`src/rtl/mdrop_rx_pkg.sv`:
```
package mdrop_rx_pkg;
   typedef enum logic {
      FRM_IDLE = 1'b0,
      FRM_BUSY = 1'b1
   } frm_state_e;

   function automatic logic maj3(input logic a, input logic b, input logic c);
      return (a & b) | (a & c) | (b & c);
   endfunction
endpackage

```
`src/rtl/mdrop_rx_sync.sv`:
```
module mdrop_rx_sync #(
   parameter int STAGES = 2
) (
   input  logic clk,
   input  logic rst_n,
   input  logic d_async,
   output logic q_sync
);
   if (STAGES < 2) begin : g_bad_stages
      $error("mdrop_rx_sync: STAGES must be at least 2");
   end

   logic [STAGES-1:0] chain_q;

   always_ff @(posedge clk or negedge rst_n) begin
      if (!rst_n) chain_q <= '1;
      else        chain_q <= {chain_q[STAGES-2:0], d_async};
   end

   assign q_sync = chain_q[STAGES-1];
endmodule

```
`src/rtl/mdrop_rx_sampler.sv`:
```
module mdrop_rx_sampler #(
   parameter int OVS   = 16,
   parameter bit VOTE3 = 1'b1
) (
   input  logic clk,
   input  logic rst_n,
   input  logic tick,
   input  logic line_s,
   input  logic active,
   input  logic phase_load,
   output logic vote_stb,
   output logic vote_bit
);
   import mdrop_rx_pkg::*;

   localparam int PH_W = $clog2(OVS);
   localparam logic [PH_W-1:0] PH_LAST = PH_W'(OVS - 1);
   localparam logic [PH_W-1:0] PH_A    = PH_W'(OVS / 2 - 1);
   localparam logic [PH_W-1:0] PH_B    = PH_W'(OVS / 2);
   localparam logic [PH_W-1:0] PH_V    = PH_W'(OVS / 2 + 1);

   if (OVS < 4) begin : g_bad_ovs
      $error("mdrop_rx_sampler: OVS must be at least 4");
   end

   logic [PH_W-1:0] phase_q;

   always_ff @(posedge clk or negedge rst_n) begin
      if (!rst_n)          phase_q <= '0;
      else if (phase_load) phase_q <= PH_W'(1);
      else if (tick)       phase_q <= (phase_q == PH_LAST) ? '0 : phase_q + PH_W'(1);
   end

   assign vote_stb = active && tick && (phase_q == PH_V);

   if (VOTE3) begin : g_vote3
      logic samp_a_q, samp_b_q;
      always_ff @(posedge clk or negedge rst_n) begin
         if (!rst_n) begin
            samp_a_q <= 1'b1;
            samp_b_q <= 1'b1;
         end else if (tick) begin
            if (phase_q == PH_A) samp_a_q <= line_s;
            if (phase_q == PH_B) samp_b_q <= line_s;
         end
      end
      assign vote_bit = maj3(samp_a_q, samp_b_q, line_s);
   end else begin : g_vote1
      assign vote_bit = line_s;
   end

   // one decision per bit period, never two in a row
   assert_one_vote_per_bit_R3: assert property (@(posedge clk) disable iff (!rst_n)
      vote_stb |=> !vote_stb);
endmodule

```
`src/rtl/mdrop_rx_frame.sv`:
```
module mdrop_rx_frame #(
   parameter int DATA_W = 8
) (
   input  logic              clk,
   input  logic              rst_n,
   input  logic              tick,
   input  logic              line_s,
   input  logic              rx_en,
   input  logic              long_fmt,
   input  logic              vote_stb,
   input  logic              vote_bit,
   output logic              busy,
   output logic              phase_load,
   output logic              done,
   output logic [DATA_W-1:0] frm_data,
   output logic              frm_b9
);
   import mdrop_rx_pkg::*;

   localparam int IDX_W = $clog2(DATA_W + 3);
   localparam logic [IDX_W-1:0] IDX_LASTD = IDX_W'(DATA_W);
   localparam logic [IDX_W-1:0] IDX_NINTH = IDX_W'(DATA_W + 1);

   frm_state_e       state_q;
   logic [IDX_W-1:0] idx_q;
   logic             prev_line_q;
   logic             start;

   assign start      = tick && (state_q == FRM_IDLE) && rx_en && prev_line_q && !line_s;
   assign phase_load = start;
   assign busy       = (state_q == FRM_BUSY);

   always_ff @(posedge clk or negedge rst_n) begin
      if (!rst_n)    prev_line_q <= 1'b1;
      else if (tick) prev_line_q <= line_s;
   end

   always_ff @(posedge clk or negedge rst_n) begin
      if (!rst_n) begin
         state_q  <= FRM_IDLE;
         idx_q    <= '0;
         done     <= 1'b0;
         frm_data <= '0;
         frm_b9   <= 1'b0;
      end else begin
         done <= 1'b0;
         if (!rx_en) begin
            state_q <= FRM_IDLE;
         end else if (state_q == FRM_IDLE) begin
            if (start) begin
               state_q <= FRM_BUSY;
               idx_q   <= '0;
            end
         end else if (vote_stb) begin
            if (idx_q == '0) begin
               if (vote_bit) state_q <= FRM_IDLE;
               else          idx_q   <= IDX_W'(1);
            end else if (idx_q <= IDX_LASTD) begin
               frm_data <= {vote_bit, frm_data[DATA_W-1:1]};
               idx_q    <= idx_q + IDX_W'(1);
            end else if (idx_q == IDX_NINTH) begin
               frm_b9 <= vote_bit;
               if (long_fmt) begin
                  idx_q <= idx_q + IDX_W'(1);
               end else begin
                  state_q <= FRM_IDLE;
                  done    <= 1'b1;
               end
            end else begin
               state_q <= FRM_IDLE;
               done    <= 1'b1;
            end
         end
      end
   end

   // a disabled receiver is idle on the next clock
   assert_abort_on_disable_R10: assert property (@(posedge clk) disable iff (!rst_n)
      !rx_en |=> !busy);
   // a frame starts only on a line that is low
   assert_start_needs_low_R2: assert property (@(posedge clk) disable iff (!rst_n)
      $rose(busy) |-> !$past(line_s));
endmodule

```
`src/rtl/mdrop_rx.sv`:
```
module mdrop_rx #(
   parameter int DATA_W    = 8,
   parameter int OVS       = 16,
   parameter bit VOTE3     = 1'b1,
   parameter int SYNC_STGS = 2
) (
   input  logic              clk,
   input  logic              rst_n,
   input  logic              baud_tick,
   input  logic              rx_line,
   input  logic              rx_en,
   input  logic              long_fmt,
   input  logic              addr_filter,
   input  logic              ready_clr,
   input  logic              byte_rd,
   output logic [DATA_W-1:0] rx_data,
   output logic              rx_bit9,
   output logic              rx_ready,
   output logic              overrun
);
   if (DATA_W < 5 || DATA_W > 9) begin : g_bad_width
      $error("mdrop_rx: DATA_W must lie in 5..9");
   end

   logic              line_s;
   logic              busy, phase_load, vote_stb, vote_bit, frm_done, frm_b9;
   logic [DATA_W-1:0] frm_data;
   logic              unread_q;
   logic              accept;

   mdrop_rx_sync #(.STAGES(SYNC_STGS)) u_sync (
      .clk(clk), .rst_n(rst_n), .d_async(rx_line), .q_sync(line_s));

   mdrop_rx_sampler #(.OVS(OVS), .VOTE3(VOTE3)) u_samp (
      .clk(clk), .rst_n(rst_n), .tick(baud_tick), .line_s(line_s),
      .active(busy), .phase_load(phase_load),
      .vote_stb(vote_stb), .vote_bit(vote_bit));

   mdrop_rx_frame #(.DATA_W(DATA_W)) u_frame (
      .clk(clk), .rst_n(rst_n), .tick(baud_tick), .line_s(line_s),
      .rx_en(rx_en), .long_fmt(long_fmt),
      .vote_stb(vote_stb), .vote_bit(vote_bit),
      .busy(busy), .phase_load(phase_load), .done(frm_done),
      .frm_data(frm_data), .frm_b9(frm_b9));

   // Filter: ninth bit in long format, stop level in short format; both sit in frm_b9
   assign accept = frm_done && (!addr_filter || frm_b9);

   always_ff @(posedge clk or negedge rst_n) begin
      if (!rst_n) begin
         rx_data  <= '0;
         rx_bit9  <= 1'b0;
         rx_ready <= 1'b0;
         unread_q <= 1'b0;
         overrun  <= 1'b0;
      end else begin
         overrun <= 1'b0;
         if (accept) begin
            rx_data  <= frm_data;
            rx_bit9  <= frm_b9;
            rx_ready <= 1'b1;
            unread_q <= 1'b1;
            overrun  <= unread_q && !byte_rd;
         end else begin
            if (byte_rd)   unread_q <= 1'b0;
            if (ready_clr) rx_ready <= 1'b0;
         end
      end
   end

   // only the software strobe lowers the ready flag
   assert_ready_sticky_R7: assert property (@(posedge clk) disable iff (!rst_n)
      rx_ready && !ready_clr |=> rx_ready);
   // the holding register moves only after a finished frame
   assert_hold_stable_R8: assert property (@(posedge clk) disable iff (!rst_n)
      !frm_done |=> $stable(rx_data));
   // a loss pulse comes with a freshly raised ready flag
   assert_overrun_with_ready_R8: assert property (@(posedge clk) disable iff (!rst_n)
      overrun |-> rx_ready && !$past(overrun));
   // filtered long frames with a low ninth bit never raise the flag
   assert_filter_long_R4: assert property (@(posedge clk) disable iff (!rst_n)
      frm_done && long_fmt && addr_filter && !frm_b9 |=> !$rose(rx_ready));
   // filtered short frames with a bad stop bit never raise the flag
   assert_filter_short_R5: assert property (@(posedge clk) disable iff (!rst_n)
      frm_done && !long_fmt && addr_filter && !frm_b9 |=> !$rose(rx_ready));
endmodule

```
`config.mk`:
```
export PLATFORM = sky130hd
export DESIGN_NAME = mdrop_rx
export DESIGN_NICKNAME = d
export VERILOG_FILES = /design/src/rtl/mdrop_rx_pkg.sv /design/src/rtl/mdrop_rx_sync.sv /design/src/rtl/mdrop_rx_sampler.sv /design/src/rtl/mdrop_rx_frame.sv /design/src/rtl/mdrop_rx.sv
export SDC_FILE = /design/constraint.sdc
export NUM_CORES = 1
export LEC_CHECK = 0
export BUFFER_PORTS_ARGS = -buffer_cell sky130_fd_sc_hd__buf_2
export CORE_MARGIN = 5
export CORE_UTILIZATION = 50
export CTS_CLUSTER_DIAMETER = 200
export DETAILED_ROUTE_END_ITERATION = 12
export PLACE_DENSITY = 0.7
export SYNTH_ARGS = -nofsm -noshare
export SYNTH_HDL_FRONTEND = slang
export SYNTH_SLANG_ARGS = --single-unit
```
`constraint.sdc`:
```
create_clock -name clk -period 3.3 [get_ports clk]
set_input_delay 0 -clock clk [delete_from_list [all_inputs] [get_ports clk]]
set_output_delay 0 -clock clk [all_outputs]
set_load 0.01 [all_outputs]
```
==> results of run 1 <==
## routing by layer
| layer | GRT usage | vias up | part of all wire |
|---|---|---|---|
| met1 | 0.173 | 534 | 0.46 |
| met5 | 0 | - | 0 |
| li1 | - | 513 | - |
| met3 | 0.0578 | 6 | 0.054 |
| met4 | 0.0787 | 0 | 0.018 |
| met2 | 0.234 | 35 | 0.47 |
## cell type report
class	count	area, µm²	area share
Clock inverter	1	5.00	0.00270
Tap cell	44	55.1	0.0297
Clock buffer	7	45.0	0.0243
Multi-Input combinational cell	78	637	0.343
Sequential cell	36	907	0.489
Timing Repair Buffer	27	173	0.0931
Inverter	9	33.8	0.0182
## timing repair
| action | 4_1_cts | 5_1_grt |
|---|---|---|
| hold endpoints to repair | 39 | 0 |
| gates resized for setup | 0 | 0 |
| hold buffers | 7 | 0 |
| endpoints found under the setup margin | 0 | 0 |
## per-stage QoR
stage | cells | total power, mW | instance area, µm² | utilization | hold WS, ns
2_1_floorplan | 125 | 0.695 | 1590 | - | -0.296
3_3_place_gp | 187 | 0.736 | 1740 | 0.568 | 0.106
3_5_place_dp | 187 | 0.753 | 1740 | 0.568 | 0.107
4_1_cts | 202 | 0.983 | 1860 | 0.608 | 0.268
5_1_grt | 202 | 1.03 | 1860 | 0.608 | 0.308
6_report | 202 | 0.972 | 1860 | 0.608 | 0.266
## worst paths after layout
kind | startpoint | endpoint | depth (start not counted)
min in group clk | long_fmt | u_frame.idx_q[0] | 5
hold / removal | rst_n | rx_data[4] | 2
max in group asynchronous | rst_n | rx_data[0] | 2
setup / recovery | u_frame.idx_q[1] | u_frame.idx_q[1] | 6
hold reg to reg | u_sync.chain_q[0] | u_sync.chain_q[1] | 0
setup reg to reg | u_frame.idx_q[1] | u_frame.idx_q[1] | 6
## power by group through the flow
stage | sequential (mW) | clock, mW | combinational [mW]
floorplan | 0.546 | 0 | 0.149
CTS | 0.552 | 0.231 | 0.200
finish | 0.554 | 0.219 | 0.199
global placement | 0.556 | 0 | 0.180
global route | 0.561 | 0.246 | 0.220
detailed placement | 0.561 | 0 | 0.191
## synth_stat cells (2+ instances only)
cell | count | area share
ha_1 | 6 | 0.047
nand2_1 | 8 | 0.019
nand4b_1 | 2 | 0.011
nor2_1 | 5 | 0.012
inv_1 | 9 | 0.021
dfrtp_1 | 31 | 0.49
o21ai_0 | 6 | 0.019
o22ai_1 | 2 | 0.0079
mux2_2 | 20 | 0.14
dfstp_2 | 5 | 0.083
a41o_2 | 2 | 0.014
nand3_1 | 2 | 0.0063
a21oi_1 | 5 | 0.016
nor3_1 | 3 | 0.0095
## worst reg2reg max path: stages (launching register included)
cell and delay (ns):
dfrtp_1 0.44, inv_1 0.12, ha_1 0.19, or3b_4 0.42, nand2b_4 0.17, and4_1 0.19
a311o_1 0.31
## state kept, by name, indices dropped and copies added (netlist names)
signal and flops:
rx_ready 1, rx_bit9 1, u_sync.chain_q 2, u_frame.prev_line_q 1, u_samp.g_vote3.samp_a_q 1, u_samp.g_vote3.samp_b_q 1
rx_data 8, u_frame.frm_data 8, u_frame.busy 1, u_frame.done 1, unread_q 1, overrun 1
u_samp.phase_q 4, u_frame.idx_q 4, u_frame.frm_b9 1
## cell families after synthesis
logic type,share of synthesized area
compound gates,0.0907
buf+inv,0.0268
xor+xnor,0.00552
mux,0.142
simple gates,0.110
fa+ha+maj,0.0536
flops,0.572
==> flow_summary.yaml, run 1 <==
outcome:
  outcome: "completed"
synth:
  synth.avg_cell_area_um2: 12.7
  synth_fp_nets: 140
  synth-seq-cells: 36
  syn-instance-count: 125
  async_reset_ff_frac: 1.00
  ys.flop_type: "dfrtp_1"
  ys_seq_area_frac: 0.572
  synth_edf_count: 0
  synthesis.area_um2: 1590
  synth_cell_types: 33
  yosysWarnings: 0
placed_design:
  portBuffers: 19
  hpwl_um: 1930
  dp_slack_ns: 1.38
  gp_congestion: 0.839
detailed_routing:
  drtPass1Iterations: 4
  avgViaCountPerCell: 5.39
  routed_wl_um: 2760
  wl_per_cell_um: 13.7
  vias: 1088
  detail-route-antenna-nets: 0
  first_iter_violations: 31
  drc: 0
critical_path:
  crit_buf_inv: 1
  cp.required_ns: 3.52
  crit_path_max_incr_delay_ns: 0.44
  cp_max_fo: 4
  cp_cell_sequence: "inv_1 > ha_1 > or3b_4 > nand2b_4 > and4_1 > a311o_1"
  startpoint_type: "flip-flop"
  rrSetupSlack_ns: 1.35
  arrival_ns: 2.17
  crit_type: "flip-flop to flip-flop"
  path_delay_family: "simple AND/OR/NAND/NOR gates"
  endpoint_kind: "flip-flop"
  crit_path_top_delay_cell: "dfrtp_1"
clock_network:
  clkTransAtPathRegs_ns: 0.10
  post_cts_buffers: 0
  clock_sinks: 36
  clk_latency_ns: 0.34
  cts_root_buf: "clkbuf_4"
  numCtsBuffers: 5
  cts-htree-levels: 2
  cts_tree: "done"
  clockBufferDepth: 2
sta:
  period_needed_ns: 1.95
  fin_crit_sh: 0.591
  slew_headroom: 0.487
  drv_slew: 0
  tightest_slew_ns: 0.770
  maxClockFrequency_ghz: 0.513
  clock_skew_ns: 0.00784
  hold_viol: 0
  finalSetupViolCount: 0
  rsz0062_at_grt: "no"
  fin_setup_tns_ns: 0
  setup_ws_ns: 1.35
cells_and_area:
  antennaDiodeCount: 0
  area_delta_synth_final_pct: 17.0
  final_nets: 172
  fillers: 258
  final_cell_mix: "dfrtp_1 (31), mux2_2 (20), buf_2 (19)"
  drive_gt1_frac: 0.367
  final_common_cell: "dfrtp_1"
pwr:
  vdd_drop_max_mv: 0.344
  p_sw_mw: 0.292
  power_density_nw_per_um2: 524
  p_leak_nw: 0.938
  switching_share: 0.301
  pwr-share-comb: 0.205
  internal-power_mw: 0.680
  seqPwrFrac: 0.570
  clkPwrFrac: 0.226
global_routing:
  antenna_found_initial: 0
  grt_pass1_vias: 1115
  gr-total-overflow: 0
  grt_max_degree: 37
  globalRouteTotalUtil: 0.149
  grt_pass1_wl_um: 4920
die:
  std_cell_rows: 20
  design.core.area_um2: 3050
  die_x_um: 66.3
  die_y_um: 66.3
  die_area_um2: 4400
  start_util: 0.520
  pin_count: 20
min_path:
  hold_class: "input pin to async pin"
flow_run:
  drv_cap: 0
(Power assumes the default switching activity.)
==> run 2: changes to the inputs <==
Settings changed: ABC_AREA set to 1.
Clock period 3.3 ns to 2 ns, I/O delays scaled along.
==> run 2 against run 1 <==
Against the previous run:
- final cell count rose by 31%
- die area grew 4.3%
- flip-flop and latch count did not move
- power grew 70%
- fmax grew 14%
- critical path type unchanged
- hold slack worse by 0.24 ns
- first-iteration DRC count is 55% higher
- sequential share of layout area decreased by 2.0 points
==> flow_summary.yaml, run 2 <==
clock_network:
  clkTransAtPathRegs_ns: 0.11
  post_cts_buffers: 0
  cts-resized-gates: 0
  clk_latency_ns: 0.33
  cts_root_buf: "clkbuf_4"
  numCtsBuffers: 5
  cts_tree: "done"
  cts-htree-levels: 2
  cts_hold_buf: 6
  clock_sinks: 36
  clockBufferDepth: 2
critical_path:
  arrival_ns: 1.99
  timing.rr.end: "u_frame.frm_data[5]"
  endpoint_kind: "flip-flop"
  rrSetupSlack_ns: 0.29
  r2r-start: "u_frame.idx_q[0]"
  worstRegToRegCells: 9
  critPathLaunch: "u_frame.idx_q[0]"
  endpoint: "u_frame.frm_data[5]"
  startpoint_type: "flip-flop"
  crit_type: "flip-flop to flip-flop"
  cp_max_fo: 11
  cp.required_ns: 2.28
detailed_routing:
  first_iter_violations: 48
  detail-route-antenna-nets: 0
  drtPass1Iterations: 4
  vias: 1277
  avgViaCountPerCell: 4.84
  routed_wl_um: 2940
  wl_per_cell_um: 11.2
  drc: 0
sta:
  hold_viol: 0
  fin_crit_sh: 0.856
  maxClockFrequency_ghz: 0.584
  fin_setup_tns_ns: 0
  clock_skew_ns: 0.00979
  rsz0062_at_grt: "no"
  period_needed_ns: 1.71
  drv_slew: 0
  tightest_slew_ns: 0.776
  hold_slack_ns: 0.0238
  finalSetupViolCount: 0
  slew_headroom: 0.483
die:
  die_x_um: 67.7
  pin_count: 20
  die_area_um2: 4590
  std_cell_rows: 21
  design.core.area_um2: 3280
  start_util: 0.507
  die_y_um: 67.7
synth:
  synthAdderAreaFrac: 0.0450
  ys_top_cells_by_area: "dfrtp_1 (47%), nand2_1 (15%), dfstp_2 (7.9%)"
  synth-seq-cells: 36
  syn-instance-count: 188
  synth_edf_count: 0
  synthMuxAreaShare: 0
  synth_top_family_by_area: "simple AND/OR/NAND/NOR gates"
  synth_simple_gate_area_share: 0.287
  synth_top_area_frac: 0.465
  yosysTopAreaCell: "dfrtp_1"
  yosysWarnings: 0
  synthXorXnorAreaFrac: 0.0105
  synth_common_cells: "nand2_1 (66), dfrtp_1 (31), inv_1 (16), nand3_1 (11), nor2_1 (10)"
  synth_cell_types: 26
  synth_most_common_cell: "nand2_1"
  async_reset_ff_frac: 1.00
  synth.avg_cell_area_um2: 8.86
  synth_compound_area_frac: 0.0593
  synthesis.area_um2: 1670
  ys_seq_area_frac: 0.544
  synth_fp_nets: 203
  ys.flop_type: "dfrtp_1"
cells_and_area:
  final_nets: 232
  seq_area_um2: 907
  drive_gt1_frac: 0.220
  area_delta_synth_final_pct: 16.0
  antennaDiodeCount: 0
  top_regs: "rx_data (8), u_frame.frm_data (8)"
  final_cell_mix: "nand2_1 (66), dfrtp_1 (31), buf_2 (19)"
  multiInputGateArea_um2: 669
  final_common_cell: "nand2_1"
  fillers: 305
global_routing:
  gr-total-overflow: 0
  globalRouteTotalUtil: 0.151
  grt_max_degree: 37
  antenna_found_initial: 0
  grt_pass1_wl_um: 5110
  grt_pass1_vias: 1236
pwr:
  p_leak_nw: 1.03
  vdd_drop_max_mv: 0.455
  power_density_nw_per_um2: 853
placed_design:
  hpwl_um: 2070
  portBuffers: 19
  gp_congestion: 0.851
min_path:
  hold_class: "input pin to flip-flop"
  hold_depth: 4
outcome:
  outcome: "completed"
flow_run:
  drv_cap: 0
-- run 2: cell types whose count changed in the layout (fill, tap and decap cells not counted), moves of 7 or more --
cell | previous run | this run
nand2_2 | 0 | 8
nand3_1 | 2 | 11
inv_1 | 9 | 16
mux2_2 | 20 | 0
nand2_1 | 8 | 66
-- run 2: through the flow --
stage | std cells | util | power [mW] | setup slack [ns] | instance area [µm²]
after floorplan | 188 | - | 1.07 | 0.601 | 1670
after global placement | 250 | 0.547 | 1.13 | 0.467 | 1800
after detailed placement | 250 | 0.547 | 1.15 | 0.357 | 1800
after CTS | 264 | 0.589 | 1.67 | 0.282 | 1930
after global routing | 264 | 0.589 | 1.75 | 0.108 | 1930
final | 264 | 0.589 | 1.65 | 0.288 | 1930
-- run 2: layout make-up --
cell class,instances,share of cell area
flip-flops and latches,36,0.469
multi-input cells,131,0.346
repair buffers,25,0.0803
inverters,18,0.0350
well taps,46,0.0298
clock buffers,6,0.0214
clock inverters,2,0.0181
-- run 2: logic make-up (layout without fill, tap and decap cells) --
family,count (synthesis),count (layout)
flip-flops,36,36
adder cells (fa/ha/maj),6,6
AO/OA/AOI/OAI,15,15
XOR/XNOR,2,2
AND/OR/NAND/NOR,108,108
buffers and inverters,21,51
-- run 2: worst max-delay path: stages (launching register included) --
cell and delay [ns]:
dfrtp_1 0.47, inv_1 0.09, ha_1 0.28, nand3_2 0.13, nand2_2 0.08, nor2_2 0.09, nand3_2 0.22, inv_2 0.18
nand2_1 0.07, nand2_1 0.05
-- run 2: how the worst min path moves through the flow --
stage                         from                 to  slack [ns]
after floorplan              rst_n            overrun       -0.30
after global placement       rst_n           rx_ready        0.11
after detailed placement   rx_line  u_sync.chain_q[0]        0.11
after CTS                 long_fmt       u_frame.done        0.01
after global routing      long_fmt       u_frame.done        0.01
final                     long_fmt       u_frame.done        0.02
-- run 2: power by group --
part	internal (mW)	leakage [nW]	switching (mW)
Combinational	0.108	0.510	0.165
Clock	0.262	0.0422	0.240
Sequential	0.809	0.477	0.0655
Total	1.18	1.03	0.470
-- run 2: routing by layer --
metal | up-vias | global-route usage | share of wire
met5 | - | 0 | 0
met3 | 9 | 0.0349 | 0.044
met4 | 0 | 0.0987 | 0.032
li1 | 656 | - | -
met1 | 585 | 0.163 | 0.45
met2 | 27 | 0.262 | 0.48
==> run 3: changes to the inputs <==
Clock period 2 ns to 1.8 ns, I/O delays scaled along.
==> run 3 against run 2 <==
Against the previous run:
- flip-flop and latch count did not move
- via count increased by 0.47%
- sequential power up 11%
- final cell count increased by 0.38%
- sequential share of layout area shrank 0.36 points
- first-iteration DRC count down 13%
- utilization grew 0.46 points
- register-to-register slack got worse by 0.097 ns
- wire length is 2.9% lower
- highest routed layer unchanged
==> flow_summary.yaml, run 3 (same netlist as run 2, synthesis figures left out) <==
outcome:
  outcome: "completed"
clock_network:
  clock_sinks: 36
  clockBufferDepth: 2
  clk_latency_ns: 0.34
  cts_tree: "done"
  cts-htree-levels: 2
  numCtsBuffers: 5
  cts_root_buf: "clkbuf_4"
  clkTransAtPathRegs_ns: 0.11
sta:
  fin_crit_sh: 0.894
  maxClockFrequency_ghz: 0.622
  fin_setup_tns_ns: 0
  slew_headroom: 0.488
  rsz0062_at_grt: "no"
  setup_ws_ns: 0.191
  hold_viol: 0
  clock_skew_ns: 0.00734
  drv_slew: 0
  tightest_slew_ns: 0.767
  finalSetupViolCount: 0
  period_needed_ns: 1.61
die:
  die_area_um2: 4590
  die_x_um: 67.7
  design.core.area_um2: 3280
  std_cell_rows: 21
  die_y_um: 67.7
  start_util: 0.507
  pin_count: 20
detailed_routing:
  detail-route-antenna-nets: 0
  drc: 0
  drtPass1Iterations: 6
  wl_per_cell_um: 10.8
  vias: 1283
  avgViaCountPerCell: 4.84
  first_iter_violations: 42
  routed_wl_um: 2860
cells_and_area:
  antennaDiodeCount: 0
  final_cell_mix: "nand2_1 (66), dfrtp_1 (31), buf_2 (19)"
  final_nets: 233
  top_regs: "rx_data (8), u_frame.frm_data (8)"
  area_delta_synth_final_pct: 16.9
  drive_gt1_frac: 0.224
  final_common_cell: "nand2_1"
pwr:
  power_density_nw_per_um2: 935
  vdd_drop_max_mv: 0.439
  p_leak_nw: 1.03
min_path:
  hp-start: "addr_filter"
  worstHoldEndpoint: "overrun"
  hold_depth: 4
  hold_class: "input pin to flip-flop"
placed_design:
  hpwl_um: 2060
  gp_congestion: 0.852
  portBuffers: 19
  dp_slack_ns: 0.159
critical_path:
  endpoint_kind: "flip-flop"
  critPathLaunch: "u_frame.idx_q[0]"
  timing.rr.end: "u_frame.frm_data[4]"
  crit_type: "flip-flop to flip-flop"
  arrival_ns: 1.89
  rrSetupSlack_ns: 0.19
  startpoint_type: "flip-flop"
  worstRegToRegCells: 9
  r2r-start: "u_frame.idx_q[0]"
  cp_max_fo: 11
  cp.required_ns: 2.09
global_routing:
  grt_pass1_wl_um: 4910
  gr-total-overflow: 0
  grt_pass1_vias: 1189
  globalRouteTotalUtil: 0.147
  antenna_found_initial: 0
  grt_max_degree: 37
flow_run:
  drv_cap: 0
[run 3: changes by cell type in the layout (fill, tap and decap cells not counted)]
cell,change
nand3_2,-1
buf_4,+1
nand3_4,+1
[run 3: through the flow]
step | hold WS (ns) | util | power (mW) | area, µm² | std cells
CTS | 0.0106 | 0.591 | 1.85 | 1940 | 265
finish | 0.0276 | 0.593 | 1.82 | 1950 | 265
global placement | 0.106 | 0.549 | 1.26 | 1800 | 251
floorplan | -0.296 | - | 1.19 | 1670 | 188
detailed placement | 0.107 | 0.549 | 1.27 | 1800 | 251
global route | 0.0227 | 0.593 | 1.93 | 1950 | 265
[run 3: layer usage]
metal / part of all wire / GRT usage / vias up / wire length (µm)
met3: 0.056 / 0.0499 / 6 / 160
met5: 0 / 0 / - / 0
met2: 0.50 / 0.245 / 29 / 1430
met4: 0.020 / 0.0759 / 0 / 58
met1: 0.42 / 0.167 / 588 / 1210
li1: - / - / 660 / -
[run 3: power breakdown]
group	switching (mW)	internal [mW]	total (mW)
sequential	0.0722	0.899	0.971
combinational	0.175	0.119	0.294
clock	0.266	0.291	0.557
[run 3: worst max path at each step]
stage                     endpoint  cells after the start
2_1_floorplan  u_frame.frm_data[6]                      9
3_3_place_gp   u_frame.frm_data[1]                      9
3_5_place_dp   u_frame.frm_data[0]                      9
4_1_cts        u_frame.frm_data[0]                      9
5_1_grt        u_frame.frm_data[3]                      9
6_report       u_frame.frm_data[4]                      9
[run 3: repair_timing]
item                                   4_1_cts  5_1_grt
buffers inserted                             0        0
endpoints found under the hold margin       41        0
hold buffers                                 6        0
setup endpoints to repair                    0        4
gates resized for setup                      0        1
[run 3: cell type report]
| cell class | instances | area [µm²] |
|---|---|---|
| Clock buffer | 6 | 41.3 |
| Clock inverter | 2 | 35.0 |
| Fill cell | 294 | 1340 |
| Inverter | 18 | 67.6 |
| Multi-Input combinational cell | 131 | 677 |
| Sequential cell | 36 | 907 |
| Tap cell | 46 | 57.6 |
| Timing Repair Buffer | 26 | 163 |
[run 3: worst max-delay path, stage by stage, from the launching register on]
cell	delay (ns)
dfrtp_1	0.46
inv_1	0.07
ha_1	0.27
nand3_2	0.12
nand2_2	0.07
nor2_2	0.15
nand3_4	0.17
inv_2	0.14
nand2_1	0.06
nand2_1	0.05
